===== src/rtl/rxq_pkg.sv =====
package rxq_pkg;

    typedef enum logic {
        MODE_SINGLE = 1'b0,
        MODE_QUEUE  = 1'b1
    } rxq_mode_e;

    localparam int unsigned CTL_EN_BIT  = 0;
    localparam int unsigned CTL_CLR_BIT = 1;
    localparam logic [7:0]  CTL_KEEP    = 8'hC9;

endpackage


===== src/rtl/rxq_ctl.sv =====
module rxq_ctl
    import rxq_pkg::*;
#(
    parameter int unsigned DEPTH = 16,
    localparam int unsigned CW   = $clog2(DEPTH + 1)
) (
    input  logic          clk,
    input  logic          rst_n,
    input  logic          wr_i,
    input  logic [7:0]    wdata_i,
    output logic [7:0]    ctl_q_o,
    output logic          flush_o,
    output logic [CW-1:0] limit_o
);

    rxq_mode_e  state_q, state_d;
    logic [7:0] ctl_q;
    logic       wr_en, wr_clr;

    assign wr_en  = wdata_i[CTL_EN_BIT];
    assign wr_clr = wdata_i[CTL_CLR_BIT];

    // next-state logic
    always_comb begin
        state_d = state_q;
        unique case (state_q)
            MODE_SINGLE: if (wr_i && wr_en)  state_d = MODE_QUEUE;
            MODE_QUEUE:  if (wr_i && !wr_en) state_d = MODE_SINGLE;
            default:     state_d = MODE_SINGLE;
        endcase
    end

    // state register
    always_ff @(posedge clk) begin
        if (!rst_n) state_q <= MODE_SINGLE;
        else        state_q <= state_d;
    end

    // outputs of the state machine
    always_comb begin
        flush_o = 1'b0;
        limit_o = CW'(1);
        unique case (state_q)
            MODE_SINGLE: begin
                limit_o = CW'(1);
                flush_o = wr_i && wr_en;
            end
            MODE_QUEUE: begin
                limit_o = CW'(DEPTH);
                flush_o = wr_i && (!wr_en || wr_clr);
            end
            default: begin
                limit_o = CW'(1);
                flush_o = 1'b0;
            end
        endcase
    end

    always_ff @(posedge clk) begin
        if (!rst_n)          ctl_q <= 8'h00;
        else if (wr_i) begin
            if (wr_en)       ctl_q <= wdata_i & CTL_KEEP;
            else             ctl_q <= 8'h00;
        end
    end

    assign ctl_q_o = ctl_q;

    a_r5_disable_zero: assert property (@(posedge clk) disable iff (!rst_n)
        (wr_i && !wr_en) |=> (ctl_q_o == 8'h00));

    a_r6_keep_mask: assert property (@(posedge clk) disable iff (!rst_n)
        (ctl_q_o != 8'h00) |-> (ctl_q_o[CTL_EN_BIT] && ((ctl_q_o & ~CTL_KEEP) == 8'h00)));

endmodule


===== src/rtl/rxq_store.sv =====
module rxq_store #(
    parameter int unsigned DEPTH = 16,
    localparam int unsigned CW   = $clog2(DEPTH + 1),
    localparam int unsigned AW   = (DEPTH > 1) ? $clog2(DEPTH) : 1
) (
    input  logic          clk,
    input  logic          rst_n,
    input  logic          push_i,
    input  logic [7:0]    push_data_i,
    input  logic          pop_i,
    input  logic          flush_i,
    input  logic [CW-1:0] limit_i,
    output logic [CW-1:0] count_o,
    output logic [7:0]    head_o,
    output logic          overrun_o
);

    logic [7:0]    mem [DEPTH];
    logic [AW-1:0] wr_ptr, rd_ptr, wr_nxt, rd_nxt;
    logic [CW-1:0] count;
    logic          accept, drop, take, ovr_q;

    assign accept = push_i && !flush_i && (count < limit_i);
    assign drop   = push_i && !flush_i && (count >= limit_i);
    assign take   = pop_i  && !flush_i && (count != '0);

    generate
        if ((DEPTH & (DEPTH - 1)) == 0) begin : g_pow2_wrap
            assign wr_nxt = wr_ptr + AW'(1);
            assign rd_nxt = rd_ptr + AW'(1);
        end else begin : g_cmp_wrap
            assign wr_nxt = (wr_ptr == AW'(DEPTH - 1)) ? '0 : wr_ptr + AW'(1);
            assign rd_nxt = (rd_ptr == AW'(DEPTH - 1)) ? '0 : rd_ptr + AW'(1);
        end
    endgenerate

    always_ff @(posedge clk) begin
        if (accept) mem[wr_ptr] <= push_data_i;
    end

    always_ff @(posedge clk) begin
        if (!rst_n || flush_i) begin
            wr_ptr <= '0;
            rd_ptr <= '0;
            count  <= '0;
        end else begin
            if (accept) wr_ptr <= wr_nxt;
            if (take)   rd_ptr <= rd_nxt;
            count <= count + CW'(accept) - CW'(take);
        end
    end

    always_ff @(posedge clk) begin
        if (!rst_n) ovr_q <= 1'b0;
        else        ovr_q <= drop;
    end

    assign count_o   = count;
    assign head_o    = (count != '0) ? mem[rd_ptr] : 8'h00;
    assign overrun_o = ovr_q;

    a_r13_count_kept: assert property (@(posedge clk) disable iff (!rst_n)
        (pop_i && push_i && !flush_i && count != '0 && count < limit_i) |=> (count_o == $past(count_o)));

endmodule


===== src/rtl/rx_queue_ctl.sv =====
module rx_queue_ctl #(
    parameter int unsigned DEPTH = 16,
    localparam int unsigned CW   = $clog2(DEPTH + 1)
) (
    input  logic          clk,
    input  logic          rst_n,
    input  logic          push_i,
    input  logic [7:0]    push_data_i,
    input  logic          pop_i,
    output logic [7:0]    pop_data_o,
    input  logic          ctl_wr_i,
    input  logic [7:0]    ctl_wdata_i,
    output logic [7:0]    ctl_q_o,
    output logic [CW-1:0] count_o,
    output logic          ready_o,
    output logic          overrun_o
);

    logic          flush;
    logic [CW-1:0] limit;

    rxq_ctl #(.DEPTH(DEPTH)) u_ctl (
        .clk     (clk),
        .rst_n   (rst_n),
        .wr_i    (ctl_wr_i),
        .wdata_i (ctl_wdata_i),
        .ctl_q_o (ctl_q_o),
        .flush_o (flush),
        .limit_o (limit)
    );

    rxq_store #(.DEPTH(DEPTH)) u_store (
        .clk         (clk),
        .rst_n       (rst_n),
        .push_i      (push_i),
        .push_data_i (push_data_i),
        .pop_i       (pop_i),
        .flush_i     (flush),
        .limit_i     (limit),
        .count_o     (count_o),
        .head_o      (pop_data_o),
        .overrun_o   (overrun_o)
    );

    assign ready_o = (count_o != '0);

    a_r2_no_overflow: assert property (@(posedge clk) disable iff (!rst_n)
        count_o <= limit);

    a_r4_mode_flush: assert property (@(posedge clk) disable iff (!rst_n)
        (ctl_wr_i && (ctl_wdata_i[0] != ctl_q_o[0])) |=> (count_o == '0));

    a_r9_empty_read: assert property (@(posedge clk) disable iff (!rst_n)
        (pop_i && !push_i && count_o == '0) |=> (count_o == '0));

    a_r12_overrun_pulse: assert property (@(posedge clk) disable iff (!rst_n)
        overrun_o |-> $past(push_i));

endmodule


===== config.mk =====
export PLATFORM = sky130hd
export DESIGN_NAME = rx_queue_ctl
export DESIGN_NICKNAME = d
export VERILOG_FILES = /design/src/rtl/rxq_pkg.sv /design/src/rtl/rxq_ctl.sv /design/src/rtl/rxq_store.sv /design/src/rtl/rx_queue_ctl.sv
export SDC_FILE = /design/constraint.sdc
export NUM_CORES = 1
export LEC_CHECK = 0
export BUFFER_PORTS_ARGS = -buffer_cell sky130_fd_sc_hd__buf_2
export CORE_ASPECT_RATIO = 2
export CORE_MARGIN = 4
export CORE_UTILIZATION = 43
export CTS_BUF_LIST = sky130_fd_sc_hd__clkbuf_2
export DETAILED_ROUTE_END_ITERATION = 10
export PLACE_DENSITY = 0.58
export SYNTH_ARGS = -nofsm -noshare
export SYNTH_HDL_FRONTEND = slang
export SYNTH_SLANG_ARGS = --single-unit

===== constraint.sdc =====
create_clock -name clk -period 3.4 [get_ports clk]
set_clock_uncertainty 0.1 [all_clocks]
set_input_delay 0.34 -clock clk [delete_from_list [all_inputs] [get_ports clk]]
set_output_delay 0.34 -clock clk [all_outputs]
set_load 0.05 [all_outputs]

-- After elaboration in Yosys (flattened, before gate mapping)
Memory sizes are Yosys's and may differ from the RTL's. A register that Yosys moved wholly into a read port is not among the register bits.
Cells that the tools add are included.
W data, S select, Z words.
- bits in registers: 23
- bits in writable memories: 128
- output and inout port bits: 23
- memories: 1
- add/subtract/negate cells: 4
- order comparisons: 2
- multiplexer cells: 11
- bitwise gates (word level): 1
- reductions and logical operators: 14
- memory list (name ; depth ; bits a word ; rd ports ; clocked after Yosys merged registers in ; write ports ; line ; RTL):
    u_store.mem ; 16 ; 8 ; 1 ; 1 ; 1 ; rxq_store.sv:18 ; logic [7:0] mem [DEPTH];
- operators by type and width (kind ; count):
    $mux W8 ; 2
    $pmux W5 S2 ; 1
    $add A4 B1 Y4 const B ; 2
    $logic_and A1 B1 Y1 ; 8
    $mux W4 ; 2
    $add A5 B1 Y5 ; 1
    $ge A5 B5 Y1 ; 1
    $lt A5 B5 Y1 ; 1
    $reduce_bool A5 Y1 ; 1
    $sub A5 B1 Y5 ; 1
    $mux W1 ; 4
    $pmux W1 S2 ; 2
    $logic_not A1 Y1 ; 3
    $logic_or A1 B1 Y1 ; 2
    $not A1 Y1 ; 1

-- Logic depth before layout (Yosys ltp)
Gate-level depths: netlist (run 1).
- depth in word-level cells: 9
- mapped depth: 15

-- Hierarchy
Synthesis (run 1) repeated with hierarchy kept, for this count alone.
- cells, all modules: 386
- area total of the unflattened synthesis: 6293.5 µm²
- by module, submodules not included (module ; times used ; cells each ; area each (µm²) ; seq. area each (µm²)):
    rxq_store ; 1 ; 354 ; 6042.0 ; 4204.0
    rxq_ctl ; 1 ; 29 ; 239.0 ; 80.1
    rx_queue_ctl ; 1 ; 3 ; 12.5 ; 0.0

-- Worst setup path after synthesis (run 1)
Ideal clock, no wire load.
- path type: reg2reg
- start point: register u_store.count[2], in the netlist u_store.count_o[2]
- end point: register u_store.count[4], in the netlist u_store.count_o[4]
- arrival: 2931 ps
- path slack: 241 ps
- stages on the path, launching flop included: 16
- clock period less this slack: 3159 ps
- cells stage by stage: dfxtp_1 -> inv_1 -> ha_1 -> or4b_1 -> buf_6 -> nand2_1 -> nor2_1 -> ha_1 -> inv_1 -> ha_1 -> inv_1 -> fa_1 -> o21bai_1 -> a21oi_1 -> xnor2_1 -> nor2_1
- RTL lines (what ; line ; RTL):
    start, declared ; rxq_store.sv:20 ; logic [CW-1:0] count;
    start signal, assigned ; rxq_store.sv:49 ; count <= count + CW'(accept) - CW'(take);
    $reduce_bool A5 Y1 ; -- ;
    named net ready_o ; rx_queue_ctl.sv:15 ; output logic ready_o,
    $logic_and A1 B1 Y1 ; rxq_store.sv:25 ; assign take = pop_i && !flush_i && (count != '0);
    named net u_store.take ; rxq_store.sv:21 ; logic accept, drop, take, ovr_q;
    $sub A5 B1 Y5 ; rxq_store.sv:49 ;
The timed path passes the listed nets, and every way through them passes these cells.
A chain may end at the register's enable or synchronous reset.

-- Worst setup path after layout (run 1)
- start point: register u_store.count[2], in the netlist u_store.count_o[2]
- end point: output port pop_data_o[1]
- word-level cells in the longest chain between the ends: 2
- RTL lines (what ; line ; RTL):
    $reduce_bool A5 Y1 ; rxq_store.sv:59 ; assign head_o = (count != '0) ? mem[rd_ptr] : 8'h00;
    $mux W8 ; rxq_store.sv:59 ;
    end, declared ; rx_queue_ctl.sv:10 ; output logic [7:0] pop_data_o,
Every way passes these cells.

==> out/results.tsv, run 1 <==
metric	value	unit
status	finished, final reports clean	
synth_cells	359	
yosys.area.top_type	edfxtp_1	
hold_violations	0	
syn_area_per_cell	17.3	um2
finalSetupViolCount	0	
ant_nets	0	
startpoint	u_store.count_o[2]	
synthAdderAreaFrac	3.35	%
firstDrtPassIters	4	
cts_tree	done	
reg2reg_to	u_store.count_o[4]	
io_buffers	36	
critPathMaxFanout	9	
r2r_slack	470	ps
grt_pass1_vias	3516	
die_x	92.9	um
placed_cells	576	
grt_max_degree	24	
placed_cell_area	6590	um2
synth_compound_area_share	3.73	%
powerDensity	650	nW/um2
drt-initial-drc-count	149	
initial_core_util	44.1	%
holdWs	117	ps
synth_xor_area_share	0.848	%
hold_class	in2reg	
finalNonFillerCells	632	
grt_first_pass_wirelength	19800	um
worst_pin_slew	884	ps
design_area	7140	um2
rsz0062_at_grt	false	
synth_warnings	0	
final_core_util	50.8	%
io_pins	44	
synth_area_leaders	edfxtp_1 62%, mux4_2 11%, dfxtp_1 7.1%, ha_1 3.0%, mux2i_1 2.6%	
die_y	178	um
drv_slew	0	
synth_common_cells	128 x edfxtp_1, 30 x mux4_2, 22 x dfxtp_1, 16 x mux2i_1, 15 x ha_1	
synth_area	6200	um2
fillCellCount	1217	
place_congestion	0.743	
p_leak	2.44	nW
setup_slack	236	ps
seq_area_frac_synth	69.1	%
routed_wl	12900	um
synth_edf_count	128	
rr_worst_depth	14	
grtUsageTotal	16.6	%
synth.most_common_cell	edfxtp_1	
cts.htree.levels	4	
clockBufferDepth	2	
cp.required	2960	ps
ir_worst_vdd	0.489	mV
die_area	16500	um2
setup_tns	0	ps
cts_buffers	17	
drc_errors	0	
fmax	0.316	GHz
post-place-ws	454	ps
synth_simple_gate_area_share	6.58	%
antenna_found_initial	1	
ys_types	46	
critPathCaptureType	output port	
clk_pin_slew	210	ps
async_reset_ff_share	0	%
viasPerCell	5.16	
area_growth	15.1	%
via_count	3259	
synth.mux.area_fraction	13.7	%
synth_top_family_by_area	multiplexers	
nets	466	
overflow	0	
setup.worst_path.class	reg2out	
cap_violations	0	
arrival	2720	ps
clk_latency	670	ps
cp-start-kind	register	
rows	61	
final_layout_size_suffix_gt1_share	26.5	%
power	4.64	mW
hpwl	8810	um
fin_crit_sh	93.1	%
detail_route.wl_per_cell	20.4	um
cts.sinks	150	
cts_root_buffer	clkbuf_2	
synth-main-ff-cell	edfxtp_1	
ys_ff_latch	150	
worstSetupEndpoint	pop_data_o[1]	
slew-limit-headroom	41.0	%
r2r_start	u_store.count_o[2]	
min_period	3160	ps
yosys.area.top_type_share	62.0	%
core	14000	um2
-- layout make-up --
cell class / count / area (um2) / share of cell area (%)
tap: 189 / 236 / 3.31
clock inverter: 13 / 170 / 2.38
antenna: 1 / 2.50 / 0.0351
inverter: 13 / 48.8 / 0.684
clock buffer: 19 / 95.1 / 1.33
sequential: 150 / 4290 / 60.1
timing repair buffer: 68 / 517 / 7.24
multi-input combinational: 179 / 1780 / 24.9
-- placed cells by master, fill, tap and decap left out, types with 2 or more instances in the layout --
cell,count
dfxtp_1,20
bufinv_16,3
a21oi_1,10
nand3b_1,3
ha_1,15
inv_1,13
conb_1,4
nand3_1,7
a22oi_1,5
edfxtp_1,128
nor2_1,12
buf_2,34
xnor2_1,3
mux2i_1,16
o21bai_1,2
a2111oi_0,2
and3_1,12
buf_4,9
o21ai_1,7
dlygate4sd3_1,22
nand2_1,10
inv_6,5
clkinvlp_4,3
xor2_1,3
o21ai_0,2
and2_1,6
mux4_2,30
clkbuf_2,19
nand2b_1,6
nor2b_1,3
o31ai_1,2
-- metal layers --
metal  part of all wire, %  routed length [um]  track usage (%)
met5                     0                   0                0
met4                  0.98                 126             5.32
met3                   2.2                 283             3.18
met2                    60                7700             32.7
met1                    37                4760             17.1
-- where the power goes --
| group | leakage, nW | internal (mW) | total, mW | switching, mW |
|---|---|---|---|---|
| clock | 0.152 | 0.427 | 1.07 | 0.643 |
| combinational | 0.953 | 0.546 | 1.42 | 0.874 |
| sequential | 1.33 | 2.07 | 2.15 | 0.0791 |
-- how the worst min path moves through the flow --
stage | start | endpoint | slack, ps | cells past startpoint
finish | ctl_wdata_i[0] | u_store.wr_ptr[3] | 120 | 4
global route | ctl_wdata_i[0] | u_store.wr_ptr[3] | 60 | 4
CTS | ctl_wdata_i[0] | u_store.wr_ptr[3] | 40 | 4
detailed placement | u_ctl.ctl_q_o[6] | u_ctl.ctl_q_o[6] | 360 | 2
global placement | u_ctl.ctl_q_o[6] | u_ctl.ctl_q_o[6] | 360 | 2
floorplan | push_data_i[0] | u_store.mem[0][0] | 340 | 0
-- flip-flops by register name, summed over array words and instances (netlist names), named ones only --
signal	flops
u_store.mem	128
u_store.wr_ptr	4
u_store.rd_ptr	4
u_store.count_o	5
u_store.overrun_o	1
u_ctl.ctl_q_o	4
-- critical path, stage by stage, from the launching register on --
cell     delay, ps
dfxtp_2        380
inv_1          110
ha_1           170
or4b_1         460
buf_4          200
and3b_4        240
a22oi_1        210
o21ai_2        120
buf_6          170
-- cells by family (layout without fill, tap and decap cells) --
family          Yosys count  in the layout
flops                   150            150
simple gates             69             69
mux                      47             47
compound gates           37             37
buf+inv                  33            113
fa+ha+maj                16             16
xor+xnor                  6              6
other cells               1              5
-- timing repair --
action	in CTS	in global routing
resized for setup	2	8
cloned	0	0
endpoints found under the hold margin	147	0
setup buffers	0	1
hold buffers	22	0
endpoints found under the setup margin	6	3
(Power assumes the default switching activity.)
==> run 2, diff against run 1 <==
Clock period 3.4 ns to 3.72 ns, I/O delays scaled along.
==> run 2 against run 1 <==
- register-to-register slack better by 270 ps
- sequential share of layout area is 1.1 points higher
- global-route usage is 0.066 points higher
- critical path depth stayed put
- utilization is 0.93 points lower
- sequential power is 8% lower
- combinational power is 14% lower
- total power is 13% lower
- worst setup slack better by 140 ps
- largest cell class unchanged
==> out/results.tsv, run 2 (synthesized netlist as in run 1, its figures left out) <==
metric	value	unit
cap_violations	0	
status	finished, final reports clean	
p_leak	2.38	nW
placed_cell_area	6560	um2
design_area	7010	um2
rsz0062_at_grt	false	
io_buffers	36	
min_period	3340	ps
grt_max_degree	26	
r2r_slack	740	ps
arrival	2870	ps
clk_latency	680	ps
slew-limit-headroom	46.1	%
die_area	16500	um2
holdWs	74.0	ps
post-place-ws	755	ps
post-cts-setup-buffers	0	
finalNonFillerCells	626	
ant_nets	0	
crit_path_cell_trace	inv_1, ha_1, or4b_1, buf_4, nor3b_2, a22oi_1, o21ai_1, buf_2	
largest_reg_flops	128	
drv_slew	0	
power	4.04	mW
final_cell_mix	128 x edfxtp_1, 36 x buf_2, 30 x mux4_2	
core	14000	um2
place_congestion	0.733	
finalSetupViolCount	0	
cts.htree.levels	4	
viasPerCell	5.27	
hold_path_depth	4	
rows	61	
final_common_cell	edfxtp_1	
drc_errors	0	
worst_pin_slew	808	ps
setup.worst_path.class	reg2out	
min-delay-start	ctl_wdata_i[1]	
setup_slack	379	ps
area_growth	13.0	%
rr_worst_depth	14	
setup_tns	0	ps
cts_root_buffer	clkbuf_2	
detail_route.wl_per_cell	20.3	um
crit_path_max_incr_delay	510	ps
critPathMaxFanout	9	
cp-start-kind	register	
clockBufferDepth	2	
placed_cells	572	
firstDrtPassIters	4	
critPathCaptureType	output port	
grt_pass1_vias	3580	
r2r_start	u_store.count_o[3]	
top_register	u_store.mem	
die_x	92.9	um
fmax	0.299	GHz
cts_buffers	17	
cts_tree	done	
cts.sinks	150	
io_pins	44	
ir_worst_vdd	0.373	mV
grtUsageTotal	16.6	%
hold_class	in2reg	
hold_violations	0	
largestRegisters	u_store.mem: 128 flops, u_store.count_o: 5 flops	
overflow	0	
drt-initial-drc-count	141	
nets	460	
crit_path_top_delay_cell	nor3b_2	
routed_wl	12700	um
cp.required	3250	ps
whs_endpoint	u_store.wr_ptr[3]	
reg2reg_to	u_store.count_o[4]	
die_y	178	um
initial_core_util	44.1	%
hpwl	8810	um
powerDensity	577	nW/um2
grt_first_pass_wirelength	19900	um
via_count	3298	
fin_crit_sh	89.8	%
clk_pin_slew	230	ps
antenna_found_initial	1	
final_layout_size_suffix_gt1_share	25.0	%
final_core_util	49.9	%
-- run 2: changes by cell type in the layout (fill, tap and decap cells not counted), moves of 2 or more --
| cell | change |
|---|---|
| buf_4 | -5 |
| bufinv_16 | -3 |
| clkinv_4 | +2 |
| buf_2 | +2 |
| clkinv_8 | +2 |
-- run 2: worst max-delay path by stage --
| stage | from | end | cells past startpoint |
|---|---|---|---|
| final | u_store.count_o[3] | pop_data_o[1] | 8 |
| after CTS | register | pop_data_o[3] | 5 |
| after global routing | u_store.count_o[2] | pop_data_o[1] | 8 |
| after global placement | u_store.count_o[2] | u_store.count_o[4] | 14 |
| after floorplan | u_store.count_o[2] | u_store.count_o[4] | 15 |
| after detailed placement | u_store.count_o[3] | u_store.count_o[4] | 14 |
-- run 2: final cells by class --
cell class              instances  area, um2
flip-flops and latches        150       4290
diodes                          1       2.50
multi-input cells             179       1760
clock inverters                14        138
well taps                     189        236
repair buffers                 62        440
inverters                      13       48.8
fillers                      1249       7040
clock buffers                  18       90.1
-- run 2: metal layers --
| metal | global-route usage, % | up-vias | wire [um] |
|---|---|---|---|
| met4 | 4.89 | 0 | 214 |
| met5 | 0 | - | 0 |
| met3 | 3.61 | 17 | 379 |
| met1 | 17.4 | 1683 | 4530 |
| met2 | 32.4 | 71 | 7610 |
| li1 | - | 1527 | - |
-- run 2: what timing repair did --
item                                   4_1_cts  5_1_grt
gates resized for setup                      0        1
setup endpoints to repair                    0        4
endpoints found under the hold margin      146        0
hold buffers                                21        0
-- run 2: critical path, delay by kind of cell, from the launching register on --
family / cells / cell delay (ps)
adder cells (fa/ha/maj): 1 / 190
AND/OR/NAND/NOR: 2 / 690
buffers and inverters: 3 / 590
AO/OA/AOI/OAI: 2 / 300
flip-flops: 1 / 420
-- run 2: power by group --
group | leakage [nW] | internal (mW) | switching (mW)
Combinational | 0.911 | 0.446 | 0.775
Clock | 0.134 | 0.209 | 0.643
Sequential | 1.33 | 1.89 | 0.0793
Total | 2.38 | 2.55 | 1.50
